File: config.mk
export PLATFORM = sky130hd
export DESIGN_NAME = retire_queue
export DESIGN_NICKNAME = d
export VERILOG_FILES = /design/src/rtl/rq_pkg.sv /design/src/rtl/rq_occupancy.sv /design/src/rtl/rq_entries.sv /design/src/rtl/rq_lookup.sv /design/src/rtl/retire_queue.sv
export SDC_FILE = /design/constraint.sdc
export NUM_CORES = 1
export LEC_CHECK = 0
export CAP_MARGIN = 25
export CORE_UTILIZATION = 35
export CTS_CLUSTER_SIZE = 28
export DETAILED_ROUTE_END_ITERATION = 6
export PLACE_DENSITY = 0.53
export SLEW_MARGIN = 5
export SYNTH_ARGS = -nofsm -noshare
export SYNTH_HDL_FRONTEND = slang
export SYNTH_SLANG_ARGS = --single-unit
File: constraint.sdc
create_clock -name clk -period 14.8 [get_ports clk]
set_input_delay 2.22 -clock clk [delete_from_list [all_inputs] [get_ports clk]]
set_output_delay 2.22 -clock clk [all_outputs]
set_load 0.01 [all_outputs]
File: src/rtl/rq_pkg.sv
package rq_pkg;

    typedef enum logic [1:0] {
        OCC_EMPTY,
        OCC_PART,
        OCC_FULL
    } occ_e;

    typedef enum logic [1:0] {
        RET_NONE,
        RET_COMMIT,
        RET_BRANCH,
        RET_TRAP
    } ret_e;

endpackage

File: src/rtl/rq_occupancy.sv
module rq_occupancy
    import rq_pkg::*;
#(
    parameter int DEPTH = 8,
    localparam int IDX_W = $clog2(DEPTH)
) (
    input  logic             clk,
    input  logic             rst_n,
    input  logic             alloc_req,
    input  logic             retire,
    input  logic             flush,
    input  logic [IDX_W-1:0] flush_idx,
    output logic [IDX_W-1:0] head,
    output logic [IDX_W-1:0] tail,
    output occ_e             occ,
    output logic             alloc_ok,
    output logic             alloc_fire
);

    localparam logic [IDX_W-1:0] STEP = IDX_W'(1);

    occ_e             occ_n;
    logic [IDX_W-1:0] head_n;
    logic [IDX_W-1:0] tail_n;

    // output process: claim acceptance per state
    always_comb begin
        unique case (occ)
            OCC_EMPTY: alloc_ok = !flush;
            OCC_PART:  alloc_ok = !flush;
            OCC_FULL:  alloc_ok = 1'b0;
            default:   alloc_ok = 1'b0;
        endcase
        alloc_fire = alloc_req && alloc_ok;
    end

    // pointer updates
    always_comb begin
        if (flush) begin
            head_n = flush_idx + STEP;
            tail_n = flush_idx + STEP;
        end else begin
            head_n = retire     ? head + STEP : head;
            tail_n = alloc_fire ? tail + STEP : tail;
        end
    end

    // next-state logic
    always_comb begin
        occ_n = occ;
        if (flush) begin
            occ_n = OCC_EMPTY;
        end else begin
            unique case (occ)
                OCC_EMPTY: begin
                    if (alloc_fire) occ_n = OCC_PART;
                end
                OCC_PART: begin
                    if (alloc_fire && !retire && (tail_n == head_n))
                        occ_n = OCC_FULL;
                    else if (retire && !alloc_fire && (head_n == tail_n))
                        occ_n = OCC_EMPTY;
                end
                OCC_FULL: begin
                    if (retire) occ_n = OCC_PART;
                end
                default: occ_n = OCC_EMPTY;
            endcase
        end
    end

    // state register
    always_ff @(posedge clk) begin
        if (!rst_n) begin
            occ  <= OCC_EMPTY;
            head <= '0;
            tail <= '0;
        end else begin
            occ  <= occ_n;
            head <= head_n;
            tail <= tail_n;
        end
    end

    p_flush_restart_r5: assert property (@(posedge clk) disable iff (!rst_n)
        flush |=> (occ == OCC_EMPTY) && (head == $past(flush_idx) + STEP) && (tail == head))
        else $error("recovery did not restart pointers");

    p_full_ptrs_meet_r2: assert property (@(posedge clk) disable iff (!rst_n)
        (occ == OCC_FULL) |-> (head == tail))
        else $error("full state with pointers apart");

    p_empty_ptrs_meet_r1: assert property (@(posedge clk) disable iff (!rst_n)
        (occ == OCC_EMPTY) |-> (head == tail))
        else $error("empty state with pointers apart");

endmodule

File: src/rtl/rq_entries.sv
module rq_entries #(
    parameter int DEPTH  = 8,
    parameter int AREG_W = 5,
    parameter int DATA_W = 32,
    localparam int IDX_W = $clog2(DEPTH)
) (
    input  logic                           clk,
    input  logic                           rst_n,
    input  logic                           alloc_fire,
    input  logic [IDX_W-1:0]               tail,
    input  logic                           alloc_wr,
    input  logic [AREG_W-1:0]              alloc_dest,
    input  logic                           wb_valid,
    input  logic [IDX_W-1:0]               wb_idx,
    input  logic [DATA_W-1:0]              wb_data,
    input  logic                           wb_exc,
    input  logic                           wb_mispred,
    input  logic                           retire,
    input  logic                           flush,
    input  logic [IDX_W-1:0]               head,
    output logic [DEPTH-1:0]               vld_q,
    output logic [DEPTH-1:0]               done_q,
    output logic [DEPTH-1:0]               wr_q,
    output logic [DEPTH-1:0]               exc_q,
    output logic [DEPTH-1:0]               mis_q,
    output logic [DEPTH-1:0][AREG_W-1:0]   dest_q,
    output logic [DEPTH-1:0][DATA_W-1:0]   data_q
);

    logic wb_take;

    // a result lands only in a live slot still waiting, never during recovery
    assign wb_take = wb_valid && vld_q[wb_idx] && !done_q[wb_idx] && !flush;

    always_ff @(posedge clk) begin
        if (!rst_n) begin
            vld_q  <= '0;
            done_q <= '0;
        end else if (flush) begin
            vld_q <= '0;
        end else begin
            if (retire) vld_q[head] <= 1'b0;
            if (alloc_fire) begin
                vld_q[tail]  <= 1'b1;
                done_q[tail] <= 1'b0;
            end
            if (wb_take) done_q[wb_idx] <= 1'b1;
        end
    end

    always_ff @(posedge clk) begin
        if (alloc_fire) begin
            wr_q[tail]   <= alloc_wr;
            dest_q[tail] <= alloc_dest;
        end
        if (wb_take) begin
            data_q[wb_idx] <= wb_data;
            exc_q[wb_idx]  <= wb_exc;
            mis_q[wb_idx]  <= wb_mispred;
        end
    end

    p_retire_ready_r3: assert property (@(posedge clk) disable iff (!rst_n)
        retire |-> (vld_q[head] && done_q[head]))
        else $error("retirement of a slot not finished");

    p_dead_post_ignored_r7: assert property (@(posedge clk) disable iff (!rst_n)
        (wb_valid && !vld_q[wb_idx]) |=> $stable(data_q))
        else $error("result posted to a dead slot was stored");

    p_recovery_clears_r7: assert property (@(posedge clk) disable iff (!rst_n)
        flush |=> (vld_q == '0))
        else $error("slots survived a recovery");

endmodule

File: src/rtl/rq_lookup.sv
module rq_lookup #(
    parameter int DEPTH  = 8,
    parameter int AREG_W = 5,
    parameter int DATA_W = 32,
    localparam int IDX_W = $clog2(DEPTH)
) (
    input  logic                         clk,
    input  logic                         rst_n,
    input  logic [IDX_W-1:0]             head,
    input  logic [DEPTH-1:0]             vld_q,
    input  logic [DEPTH-1:0]             done_q,
    input  logic [DEPTH-1:0]             wr_q,
    input  logic [DEPTH-1:0][AREG_W-1:0] dest_q,
    input  logic [DEPTH-1:0][DATA_W-1:0] data_q,
    input  logic [AREG_W-1:0]            lk_reg,
    input  logic [DATA_W-1:0]            lk_rf_data,
    output logic                         lk_pending,
    output logic [IDX_W-1:0]             lk_tag,
    output logic [DATA_W-1:0]            lk_data
);

    logic             hit;
    logic [IDX_W-1:0] pos;

    // walk from oldest to youngest; the last match is the youngest writer
    always_comb begin
        hit    = 1'b0;
        lk_tag = '0;
        pos    = head;
        for (int k = 0; k < DEPTH; k++) begin
            pos = head + IDX_W'(k);
            if (vld_q[pos] && wr_q[pos] && (dest_q[pos] == lk_reg)) begin
                hit    = 1'b1;
                lk_tag = pos;
            end
        end
        lk_pending = hit && !done_q[lk_tag];
        lk_data    = hit ? data_q[lk_tag] : lk_rf_data;
    end

    p_pending_in_flight_r8: assert property (@(posedge clk) disable iff (!rst_n)
        lk_pending |-> (vld_q[lk_tag] && wr_q[lk_tag] && (dest_q[lk_tag] == lk_reg)))
        else $error("pending reported for a slot that is not a producer");

endmodule

File: src/rtl/retire_queue.sv
module retire_queue
    import rq_pkg::*;
#(
    parameter int DEPTH  = 8,
    parameter int AREG_W = 5,
    parameter int DATA_W = 32,
    localparam int IDX_W = $clog2(DEPTH)
) (
    input  logic              clk,
    input  logic              rst_n,
    input  logic              alloc_valid,
    input  logic              alloc_wr,
    input  logic [AREG_W-1:0] alloc_dest,
    output logic              alloc_ready,
    output logic [IDX_W-1:0]  alloc_idx,
    input  logic              wb_valid,
    input  logic [IDX_W-1:0]  wb_idx,
    input  logic [DATA_W-1:0] wb_data,
    input  logic              wb_exc,
    input  logic              wb_mispred,
    output logic              cmt_valid,
    output logic              cmt_wr,
    output logic [AREG_W-1:0] cmt_reg,
    output logic [DATA_W-1:0] cmt_data,
    output logic              flush_valid,
    output logic              flush_exc,
    output logic [IDX_W-1:0]  flush_idx,
    input  logic [AREG_W-1:0] lk_reg,
    input  logic [DATA_W-1:0] lk_rf_data,
    output logic              lk_pending,
    output logic [IDX_W-1:0]  lk_tag,
    output logic [DATA_W-1:0] lk_data
);

    occ_e                         occ;
    ret_e                         act;
    logic [IDX_W-1:0]             head;
    logic [IDX_W-1:0]             tail;
    logic                         alloc_fire;
    logic                         retire;
    logic [DEPTH-1:0]             vld_q;
    logic [DEPTH-1:0]             done_q;
    logic [DEPTH-1:0]             wr_q;
    logic [DEPTH-1:0]             exc_q;
    logic [DEPTH-1:0]             mis_q;
    logic [DEPTH-1:0][AREG_W-1:0] dest_q;
    logic [DEPTH-1:0][DATA_W-1:0] data_q;

    rq_occupancy #(.DEPTH(DEPTH)) u_occ (
        .clk        (clk),
        .rst_n      (rst_n),
        .alloc_req  (alloc_valid),
        .retire     (retire),
        .flush      (flush_valid),
        .flush_idx  (flush_idx),
        .head       (head),
        .tail       (tail),
        .occ        (occ),
        .alloc_ok   (alloc_ready),
        .alloc_fire (alloc_fire)
    );

    rq_entries #(.DEPTH(DEPTH), .AREG_W(AREG_W), .DATA_W(DATA_W)) u_ent (
        .clk        (clk),
        .rst_n      (rst_n),
        .alloc_fire (alloc_fire),
        .tail       (tail),
        .alloc_wr   (alloc_wr),
        .alloc_dest (alloc_dest),
        .wb_valid   (wb_valid),
        .wb_idx     (wb_idx),
        .wb_data    (wb_data),
        .wb_exc     (wb_exc),
        .wb_mispred (wb_mispred),
        .retire     (retire),
        .flush      (flush_valid),
        .head       (head),
        .vld_q      (vld_q),
        .done_q     (done_q),
        .wr_q       (wr_q),
        .exc_q      (exc_q),
        .mis_q      (mis_q),
        .dest_q     (dest_q),
        .data_q     (data_q)
    );

    rq_lookup #(.DEPTH(DEPTH), .AREG_W(AREG_W), .DATA_W(DATA_W)) u_lk (
        .clk        (clk),
        .rst_n      (rst_n),
        .head       (head),
        .vld_q      (vld_q),
        .done_q     (done_q),
        .wr_q       (wr_q),
        .dest_q     (dest_q),
        .data_q     (data_q),
        .lk_reg     (lk_reg),
        .lk_rf_data (lk_rf_data),
        .lk_pending (lk_pending),
        .lk_tag     (lk_tag),
        .lk_data    (lk_data)
    );

    assign alloc_idx = tail;

    // retirement decision for the oldest slot
    always_comb begin
        act = RET_NONE;
        if ((occ != OCC_EMPTY) && done_q[head]) begin
            if (exc_q[head])      act = RET_TRAP;
            else if (mis_q[head]) act = RET_BRANCH;
            else                  act = RET_COMMIT;
        end
    end

    // retirement outputs
    always_comb begin
        cmt_valid   = 1'b0;
        cmt_wr      = 1'b0;
        flush_valid = 1'b0;
        flush_exc   = 1'b0;
        unique case (act)
            RET_NONE: ;
            RET_COMMIT: begin
                cmt_valid = 1'b1;
                cmt_wr    = wr_q[head];
            end
            RET_BRANCH: begin
                cmt_valid   = 1'b1;
                cmt_wr      = wr_q[head];
                flush_valid = 1'b1;
            end
            RET_TRAP: begin
                flush_valid = 1'b1;
                flush_exc   = 1'b1;
            end
            default: ;
        endcase
        cmt_reg   = dest_q[head];
        cmt_data  = data_q[head];
        flush_idx = head;
    end

    assign retire = (act != RET_NONE);

    p_full_all_live_r2: assert property (@(posedge clk) disable iff (!rst_n)
        (occ == OCC_FULL) |-> (&vld_q))
        else $error("full state with a free slot");

    p_empty_none_live_r1: assert property (@(posedge clk) disable iff (!rst_n)
        (occ == OCC_EMPTY) |-> (vld_q == '0))
        else $error("empty state with a live slot");

    p_trap_no_write_r5: assert property (@(posedge clk) disable iff (!rst_n)
        (flush_valid && flush_exc) |-> !cmt_wr)
        else $error("trapping slot wrote the register file");

    p_commit_one_step_r3: assert property (@(posedge clk) disable iff (!rst_n)
        (cmt_valid && !flush_valid) |=> (head == $past(head) + IDX_W'(1)))
        else $error("retirement did not advance the oldest pointer by one");

endmodule

## Word-level counts from Yosys, hierarchy flattened

Index checks and enable logic that the tools add are counted.

- Add/subtract/negate cells: 8
- $lt $le $gt $ge: 14
- Equal/unequal tests: 18
- Mux-type cells: 121
- Bitwise operators: 7
- Reductions and logical operators: 42

Operators by type and width:

| operator | number |
|---|---|
| bitwise mux 256 bit | 1 |
| binary-select mux 32 bit (select 3 bit) | 2 |
| two-way mux 32 bit | 4 |
| binary-select mux 5 bit (select 3 bit) | 8 |
| demux 32 bit (select 3 bit) | 1 |
| binary-select mux 1 bit (select 3 bit) | 22 |
| two-way mux 8 bit | 8 |
| two-way mux 5 bit | 9 |
| < comparator 3 x 4 -> 1 bit, second input constant | 11 |
| bitwise mux 40 bit | 1 |
| == test 5 bit | 8 |
| two-way mux 1 bit | 38 |
| two-way mux 3 bit | 12 |
| logical AND 1 bit | 29 |
| bitwise mux 8 bit | 3 |
| bitwise AND 8 bit | 2 |
| NOT 8 bit | 2 |
| bitwise OR 8 bit | 2 |
| demux 5 bit (select 3 bit) | 1 |
| two-way mux 2 bit | 7 |
| adder 3 bit, second input constant | 4 |
| demux 1 bit (select 3 bit) | 3 |
| >= comparator 3 x 1 -> 1 bit, second input constant | 3 |
| OR reduction 2 bit | 4 |
| 13 further kinds | 25 |

- Register bits: 344
- Input bits: 84
- Output and inout bits: 84
- Word-level logic and storage cells: 234

## Depth between registers and ports, before layout

Gate-level depths: netlist of run 1.

- Depth in word-level cells: 18
- Gate-level depth with buffers: 23
- Gate-level depth less buffers: 18

## Cells and area by module

From an unflattened synthesis of run 1, not the netlist that was laid out.

- Cell total of the unflattened synthesis: 1493
- Area total of the unflattened synthesis: 20280.7 µm²

By module, submodules not included:

| module | times used | cells each | area an instance (µm²) | sequential area each (µm²) |
|---|---|---|---|---|
| rq_entries | 1 | 437 | 10593.9 | 9929.5 |
| rq_lookup | 1 | 835 | 6582.6 | 0.0 |
| retire_queue | 1 | 166 | 2576.2 | 0.0 |
| rq_occupancy | 1 | 55 | 528.0 | 160.2 |

## Least setup slack after synthesis of run 1

OpenSTA, ideal clock, no wires.

- Path kind: input port to output port
- Start: input lk_reg[3]
- End: output lk_pending
- Data arrival time: 5080 ps
- Data required time: 12580 ps
- Slack: 7500 ps
- Stages: 13
- Path buffers: 4
- Cell sequence: clkbuf_1 clkbuf_1 nor3b_1 a2111oi_2 o2111ai_2 o211a_1 o21a_1 or3_1 buf_6 clkinv_4 buf_6 mux2_1 o2bb2ai_1

- Longest elaborated chain between the ends: 14
- Elaborated cells between the ends (all ways): 36
- Classes of those cells: eq/ne (8); mux (18); reduce/logical (10)

RTL lines:

| element | line | source |
|---|---|---|
| from (decl) | retire_queue.sv:28 | `input logic [AREG_W-1:0] lk_reg,` |
| == test 5 bit | rq_lookup.sv:32 | `if (vld_q[pos] && wr_q[pos] && (dest_q[pos] == lk_reg)) begin` |
| logical AND 1 bit | rq_lookup.sv:32 |  |
| two-way mux 3 bit (7 in a row) | rq_lookup.sv:32 |  |
| two-way mux 3 bit (*) | rq_lookup.sv:32 |  |
| via lk_tag[0] | retire_queue.sv:31 | `output logic [IDX_W-1:0] lk_tag,` |
| binary-select mux 1 bit (select 3 bit) (*) | rq_lookup.sv:37 | `lk_pending = hit && !done_q[lk_tag];` |
| two-way mux 1 bit (not written as such) (*) | rq_lookup.sv:37 |  |
| logical NOT 1 bit (*) | rq_lookup.sv:37 |  |
| logical AND 1 bit (*) | rq_lookup.sv:37 |  |
| to (decl) | retire_queue.sv:30 | `output logic lk_pending,` |

Mark *: on every way through the listed nets, which the timed path passes. The rest lies on a longest branch. The select of a mux whose other input is x is not followed.

## Final worst setup path of run 1

- Start: register u_occ.head[0]
- End: output lk_data[1]

- Longest elaborated chain between the ends: 15
- Elaborated cells between the ends (all ways): 98
- Classes of those cells: add/sub (7); eq/ne (8); mux (67); reduce/logical (16)

RTL lines:

| element | line | source |
|---|---|---|
| from (decl) | rq_occupancy.sv:13 | `output logic [IDX_W-1:0] head,` |
| from (signal assigned) | rq_occupancy.sv:80 | `head <= head_n;` |
| adder 3 x 1 -> 3 bit (tied with other cells) | rq_lookup.sv:31 | `pos = head + IDX_W'(k);` |
| binary-select mux 5 bit (select 3 bit) (tied with other cells) | rq_lookup.sv:32 |  |
| two-way mux 5 bit (not written as such) (tied with other cells) | rq_lookup.sv:32 |  |
| == test 5 bit or logical AND 1 bit (tied branches) | rq_lookup.sv:32 |  |
| logical AND 1 bit or two-way mux 3 bit (tied branches) | rq_lookup.sv:32 |  |
| two-way mux 3 bit (7 in a row) | rq_lookup.sv:32 |  |
| binary-select mux 32 bit (select 3 bit) | rq_lookup.sv:38 | `lk_data = hit ? data_q[lk_tag] : lk_rf_data;` |
| two-way mux 32 bit (not written as such) | rq_lookup.sv:38 |  |
| two-way mux 32 bit (*) | rq_lookup.sv:38 |  |
| to (decl) | retire_queue.sv:32 | `output logic [DATA_W-1:0] lk_data` |

Every way passes the cells marked *; elsewhere a longest branch is shown, timed or not. The select of a mux whose other input is x is not followed.

==> flow_metrics.tcl, run 1 <==
set metrics [dict create \
    clockRootBuffer "sky130_fd_sc_hd__clkbuf_16" \
    worst_hold_path_type "register to register" \
    worst-endpoint-required_ps 12580 \
    wl_um 63700 \
    whs_ps 510 \
    relSlewSlack 0.291 \
    clkLatencyLatePin_ps 600 \
    numCtsBuffers 41 \
    postSynthRegisterBits 344 \
    syn_inst 1659 \
    switchingPower_mw 0.497 \
    cellLeakagePower_nw 7.78 \
    power_frac_seq 0.477 \
    timing.final.crit_share 0.727 \
    synthesis.nets 1753 \
    floorplan.core_area_um2 58000 \
    netlist_area_um2 20700 \
    antenna_found_initial 6 \
    post-cts-setup-buffers 0 \
    detailed_place_hpwl_um 39200 \
    synthMostInstantiatedCell "sky130_fd_sc_hd__edfxtp_1" \
    clock_skew_ps 29.5 \
    fp.dieH_um 245 \
    n_fill_cell 5308 \
    cts_hold_repair.buffers 0 \
    path_max_fanout 53 \
    dominantRegCellSynth "sky130_fd_sc_hd__edfxtp_1" \
    cts-resized-gates 0 \
    avgViaCountPerCell 5.83 \
    p_clk_frac 0.468 \
    final_weighted_congestion_in_routability_driven_placement 0.892 \
    most_area_consuming_cells_after_synthesis "sky130_fd_sc_hd__edfxtp_1 (47%), sky130_fd_sc_hd__mux4_2 (12%), sky130_fd_sc_hd__mux2i_1 (11%), sky130_fd_sc_hd__nand2_1 (3.9%), sky130_fd_sc_hd__dfxtp_1 (2.3%)" \
    synth_xor_area_frac 0.0207 \
    crit_path_dat_ps 8540 \
    die_width_um 245 \
    worst_slew_pin_slew_ps 1060 \
    placedInstanceArea_um2 23100 \
    finalPower_mw 2.26 \
    p_int_mw 1.76 \
    cts.path.max_buffers 3 \
    netlist-cell-type-count 65 \
    critical-path-top-delay-family "buffers and inverters" \
    seq_area_um2 10100 \
    fmax_mhz 92.9 \
    synthesis.yosys.warnings 0 \
    synth-edff-count 320 \
    delay_of_the_slowest_critical_path_stage_ps 830 \
    post-route-cell-area_um2 24500 \
    endpoint_kind "primary output" \
    gr-total-overflow 0 \
    combPwrFrac 0.055 \
    synth_largest_area_cell "sky130_fd_sc_hd__edfxtp_1" \
    main_combinational_cell_family_by_area_after_synthesis "multiplexers" \
    aggregate_global_route_resource_usage 0.212 \
    muxShareOfSynthArea 0.234 \
    critical_path.cell_chain "inv_2, ha_2, buf_4, mux4_2, mux2i_1, xnor2_1, a211oi_1, nand3_4, o21ai_0, o22a_1, a21oi_4, buf_4, inv_6, buf_4, mux2i_1, mux2i_1, a221o_1, clkdlybuf4s50_1" \
    row_count 88 \
    synth_adder_area_share 0.00606 \
    fraction_of_power_spent_switching_nets 0.220 \
    overall_via_count_from_detail_route 14946 \
    timing.setup.critical_path_class "register to primary output" \
    totalNegativeSetupSlack_ps 0 \
    largest_net_degree_at_the_start_of_global_routing 158 \
    synth_simple_gate_area_share 0.109 \
    port_buffers 167 \
    drv_cap 0 \
    final_period_minus_worst_setup_slack_ps 10760 \
    run_status "completed" \
    irDropWorstVdd_mv 0.0806 \
    die_area_um2 60000 \
    final_nets 1860 \
    h-tree-depth 2 \
    detail-route-antenna-nets 0 \
    drt-pass1-iter-count 5 \
    async_flop_share 0 \
    top_cells_by_instance_count_after_synthesis "sky130_fd_sc_hd__edfxtp_1 (320), sky130_fd_sc_hd__mux2i_1 (224), sky130_fd_sc_hd__nand2_1 (216), sky130_fd_sc_hd__mux4_2 (111), sky130_fd_sc_hd__nand3_1 (90)" \
    synthesis.area_per_instance_um2 12.5 \
    setup_viol 0 \
    multi_input_comb_area_um2 9930 \
    initial_utilization 0.356 \
    dr.first_iter.drc_count 1221 \
    floorplan.io_pins 168 \
    wl_per_cell_um 24.8 \
    area_delta_synth_final_pct 18.6 \
    yosysTopAreaCellShare 0.465 \
    post_route_cells_drive_above_1_share 0.155 \
    grt_pass1_wl_um 96200 \
    drv_slew 0 \
    critical_path_buf_inv_count 6 \
    startpoint_type_of_the_worst_setup_path "register" \
    slowest_stage "sky130_fd_sc_hd__ha_2" \
    synth-compound-area-share 0.103 \
    drc_violation_count_after_routing 0 \
    grt_setup_unrepaired "false" \
    cts.reportedPaths.clkPinSlew_ps 60 \
    seq_total_area_yosys 0.488 \
    powerDensity_nw_per_um2 92.3 \
    cts_sinks 344 \
    tritoncts "done" \
    report.final.hold_viol_count 0 \
    first_global_vias 15373 \
]
==> through the flow <==
step | instances | worst slack [ps] | util
6_report | 2565 | 4040 | 0.422
5_1_grt | 2563 | 3470 | 0.422
4_1_cts | 2561 | 4010 | 0.422
2_1_floorplan | 1659 | 7500 | -
3_5_place_dp | 2486 | 4610 | 0.397
3_3_place_gp | 2484 | 4690 | 0.397
==> routing by layer <==
metal	GRT usage	routed length [um]	vias to the layer above
li1	-	-	6703
met1	0.277	27200	7647
met2	0.358	31300	491
met3	0.0371	3670	95
met4	0.0640	1440	10
met5	0	64	-
==> cells by family (layout without fill, tap and decap cells) <==
kind of cell | Yosys count | count (layout)
adders and majority gates | 10 | 10
other | 0 | 2
muxes | 343 | 343
AOI/OAI and AO/OA | 280 | 280
DFF | 344 | 344
buffers and inverters | 163 | 302
and+or+nand+nor | 471 | 471
xor gates and xnor gates | 48 | 48
==> flip-flops by register name, summed over array words and instances (netlist names), 3 cells and up <==
register	cells
u_ent.dest_q	40
u_ent.mis_q	8
u_ent.data_q	256
u_ent.done_q	8
u_ent.exc_q	8
u_ent.wr_q	8
u_ent.vld_q	8
u_occ.tail	3
u_occ.head	3
==> power groups by stage <==
| stage | Combinational (mW) | Clock, mW | Sequential [mW] |
|---|---|---|---|
| 2_1_floorplan | 0.0567 | 0 | 1.10 |
| 3_3_place_gp | 0.124 | 0 | 1.10 |
| 3_5_place_dp | 0.125 | 0 | 1.10 |
| 4_1_cts | 0.126 | 1.08 | 1.08 |
| 5_1_grt | 0.134 | 1.11 | 1.08 |
| 6_report | 0.125 | 1.06 | 1.08 |
==> final timing paths <==
check	start	slack [ps]	end	depth (start not counted)
worst min register to register	u_ent.done_q[0]	510	u_ent.done_q[0]	2
worst max-delay path	u_occ.head[0]	4040	lk_data[1]	18
worst min-delay path	u_ent.done_q[0]	510	u_ent.done_q[0]	2
worst max register to register	u_occ.head[1]	8160	u_ent.data_q[121]	15
==> worst reg2reg max path, cell delays in order (launching register included) <==
cell and delay (ps):
sky130_fd_sc_hd__dfxtp_4 750, sky130_fd_sc_hd__buf_4 850, sky130_fd_sc_hd__buf_4 630, sky130_fd_sc_hd__buf_12 310, sky130_fd_sc_hd__mux4_2 370, sky130_fd_sc_hd__nand2_1 80, sky130_fd_sc_hd__nand2_1 80, sky130_fd_sc_hd__o21ai_0 260
sky130_fd_sc_hd__inv_1 100, sky130_fd_sc_hd__ha_1 250, sky130_fd_sc_hd__nor2_1 500, sky130_fd_sc_hd__nand2_1 230, sky130_fd_sc_hd__a21oi_1 160, sky130_fd_sc_hd__nand3_1 430, sky130_fd_sc_hd__nor2_4 760, sky130_fd_sc_hd__buf_4 510
==> cells in the final DEF, fill, tap and decap left out, types with 34 or more instances in the layout <==
master	count
sky130_fd_sc_hd__edfxtp_1	320
sky130_fd_sc_hd__mux2i_1	224
sky130_fd_sc_hd__nand2_1	216
sky130_fd_sc_hd__clkdlybuf4s50_1	167
sky130_fd_sc_hd__mux4_2	111
sky130_fd_sc_hd__nand3_1	89
sky130_fd_sc_hd__a21oi_1	88
sky130_fd_sc_hd__clkbuf_16	41
sky130_fd_sc_hd__xnor2_1	38
sky130_fd_sc_hd__nand2b_1	36
sky130_fd_sc_hd__o31ai_1	34
==> layout make-up <==
| class | count | area share |
|---|---|---|
| Sequential cell | 344 | 0.412 |
| Multi-Input combinational cell | 1152 | 0.405 |
| Timing Repair Buffer | 204 | 0.0819 |
| Clock buffer | 55 | 0.0448 |
| Tap cell | 765 | 0.0391 |
| Clock inverter | 20 | 0.0125 |
| Inverter | 23 | 0.00393 |
| Antenna cell | 2 | 0.000204 |
(Power assumes the default switching activity.)
==> run 2: changes to the inputs <==
- clock period: 14.8 -> 10.8 ns (I/O delays scaled with it)
==> flow_metrics.tcl, run 2 (synthesized netlist as in run 1, its figures left out) <==
set metrics [dict create \
    run_status "completed" \
    relSlewSlack 0.274 \
    delay_of_the_slowest_critical_path_stage_ps 800 \
    whs_ps 513 \
    area_delta_synth_final_pct 17.9 \
    switchingPower_mw 0.659 \
    wl_um 64200 \
    endpoint_kind "primary output" \
    grt_pass1_wl_um 95200 \
    wl_per_cell_um 25.1 \
    drv_slew 0 \
    aggregate_global_route_resource_usage 0.211 \
    numCtsBuffers 40 \
    drt-pass1-iter-count 7 \
    worst_slew_pin_slew_ps 1090 \
    cts-resized-gates 0 \
    fraction_of_power_spent_switching_nets 0.218 \
    diodes 0 \
    cellLeakagePower_nw 7.72 \
    power_frac_seq 0.489 \
    mostFrequentLayoutCell "sky130_fd_sc_hd__edfxtp_1" \
    floorplan.io_pins 168 \
    crit_path_dat_ps 7580 \
    setup_viol 0 \
    dr.first_iter.drc_count 1452 \
    powerDensity_nw_per_um2 124 \
    slowest_stage "sky130_fd_sc_hd__dfxtp_4" \
    h-tree-depth 2 \
    final_weighted_congestion_in_routability_driven_placement 0.902 \
    avgViaCountPerCell 5.89 \
    fp.dieH_um 245 \
    post-cts-setup-buffers 0 \
    report.final.hold_viol_count 0 \
    critical-path-top-delay-family "buffers and inverters" \
    detail-route-antenna-nets 0 \
    die_width_um 245 \
    worst-endpoint-required_ps 9180 \
    clockRootBuffer "sky130_fd_sc_hd__clkbuf_16" \
    largest_net_degree_at_the_start_of_global_routing 150 \
    row_count 88 \
    post_route_cells_drive_above_1_share 0.154 \
    final_period_minus_worst_setup_slack_ps 9200 \
    path_max_fanout 67 \
    gr-total-overflow 0 \
    drv_cap 0 \
    largest_reg_flops 256 \
    place.detailed.instances 2486 \
    tritoncts "done" \
    clkLatencyLatePin_ps 570 \
    critical_path.cell_chain "inv_1, ha_2, buf_4, mux4_2, nor3b_1, a2111oi_2, o2111ai_2, mux2i_1, a21oi_1, a21oi_4, buf_4, inv_6, buf_4, mux2i_1, mux2i_1, a221o_1, clkdlybuf4s50_1" \
    routed_length_on_met1_um 27200 \
    irDropWorstVdd_mv 0.109 \
    port_buffers 167 \
    first_global_vias 15211 \
    floorplan.core_area_um2 58000 \
    clock_skew_ps 20.4 \
    detailed_place_hpwl_um 40400 \
    met3_length_um 3870 \
    n_fill_cell 5331 \
    cts_hold_repair.buffers 0 \
    totalNegativeSetupSlack_ps 0 \
    finalPower_mw 3.03 \
    worst_hold_path_type "register to register" \
    grt_setup_unrepaired "false" \
    cts_sinks 344 \
    met2WireLength_um 31200 \
    largest_register "u_ent.data_q" \
    timing.final.crit_share 0.851 \
    timing.setup.critical_path_class "register to primary output" \
    critical_path_buf_inv_count 6 \
    startpoint_type_of_the_worst_setup_path "register" \
    p_clk_frac 0.454 \
    p_int_mw 2.37 \
    initial_utilization 0.356 \
    fmax_mhz 109 \
    cts.path.max_buffers 3 \
    drc_violation_count_after_routing 0 \
    combPwrFrac 0.057 \
    final_nets 1857 \
    die_area_um2 60000 \
    layout.cells.most_common_list "sky130_fd_sc_hd__edfxtp_1 (320), sky130_fd_sc_hd__mux2i_1 (224), sky130_fd_sc_hd__nand2_1 (216)" \
    instances_no_fill 2559 \
    antenna_found_initial 4 \
    route.top_layer_used "met5" \
    largestRegisters "u_ent.data_q (256), u_ent.dest_q (40)" \
    overall_via_count_from_detail_route 15067 \
    cts.reportedPaths.clkPinSlew_ps 60 \
]
[run 2: cell count changes in the layout (fill, tap and decap cells not counted), moves of 2 or more]
| cell | change |
|---|---|
| sky130_fd_sc_hd__inv_6 | +2 |
| sky130_fd_sc_hd__clkinv_2 | +2 |
| sky130_fd_sc_hd__buf_12 | -3 |
| sky130_fd_sc_hd__clkbuf_1 | -5 |
| sky130_fd_sc_hd__diode_2 | -2 |
| sky130_fd_sc_hd__clkinvlp_4 | +2 |
| sky130_fd_sc_hd__clkinv_1 | +3 |
[run 2: through the flow]
step           utilization  cell area (um2)  setup WS [ps]
3_5_place_dp         0.397            23000           2240
2_1_floorplan            -            20700           4170
4_1_cts              0.420            24300           1630
3_3_place_gp         0.397            23000           2390
5_1_grt              0.420            24300           1180
6_report             0.420            24300           1600
[run 2: tightest hold or removal path, cell delays in order, from the launching register on]
cell and delay, ps:
sky130_fd_sc_hd__dfxtp_1 330, sky130_fd_sc_hd__nand2_1 70, sky130_fd_sc_hd__o22ai_1 60
[run 2: worst paths after layout]
kind                        to       startpoint  slack [ps]  depth (start not counted)
min            u_ent.done_q[2]  u_ent.done_q[2]         510                          2
max                lk_data[13]    u_occ.head[1]        1600                         17
max reg2reg  u_ent.data_q[167]    u_occ.head[1]        3680                         16
min reg2reg    u_ent.done_q[2]  u_ent.done_q[2]         510                          2
[run 2: routing by layer]
| metal | global-route usage | vias to the layer above |
|---|---|---|
| met5 | 0 | - |
| met4 | 0.0759 | 8 |
| met3 | 0.0325 | 121 |
| met2 | 0.352 | 554 |
| met1 | 0.278 | 7692 |
| li1 | - | 6692 |
[run 2: area by class of cell]
type	instances	area, um2	area share
Sequential cell	344	10100	0.415
Multi-Input combinational cell	1152	9930	0.408
Timing Repair Buffer	202	1950	0.0801
Clock buffer	49	1050	0.0433
Tap cell	765	957	0.0393
Clock inverter	24	263	0.0108
Inverter	23	96.3	0.00396
[run 2: power groups by stage]
stage	Sequential (mW)	Combinational [mW]	Clock, mW
floorplan	1.50	0.0777	0
global placement	1.51	0.171	0
global route	1.48	0.185	1.44
CTS	1.48	0.174	1.40
finish	1.48	0.173	1.37
detailed placement	1.51	0.173	0
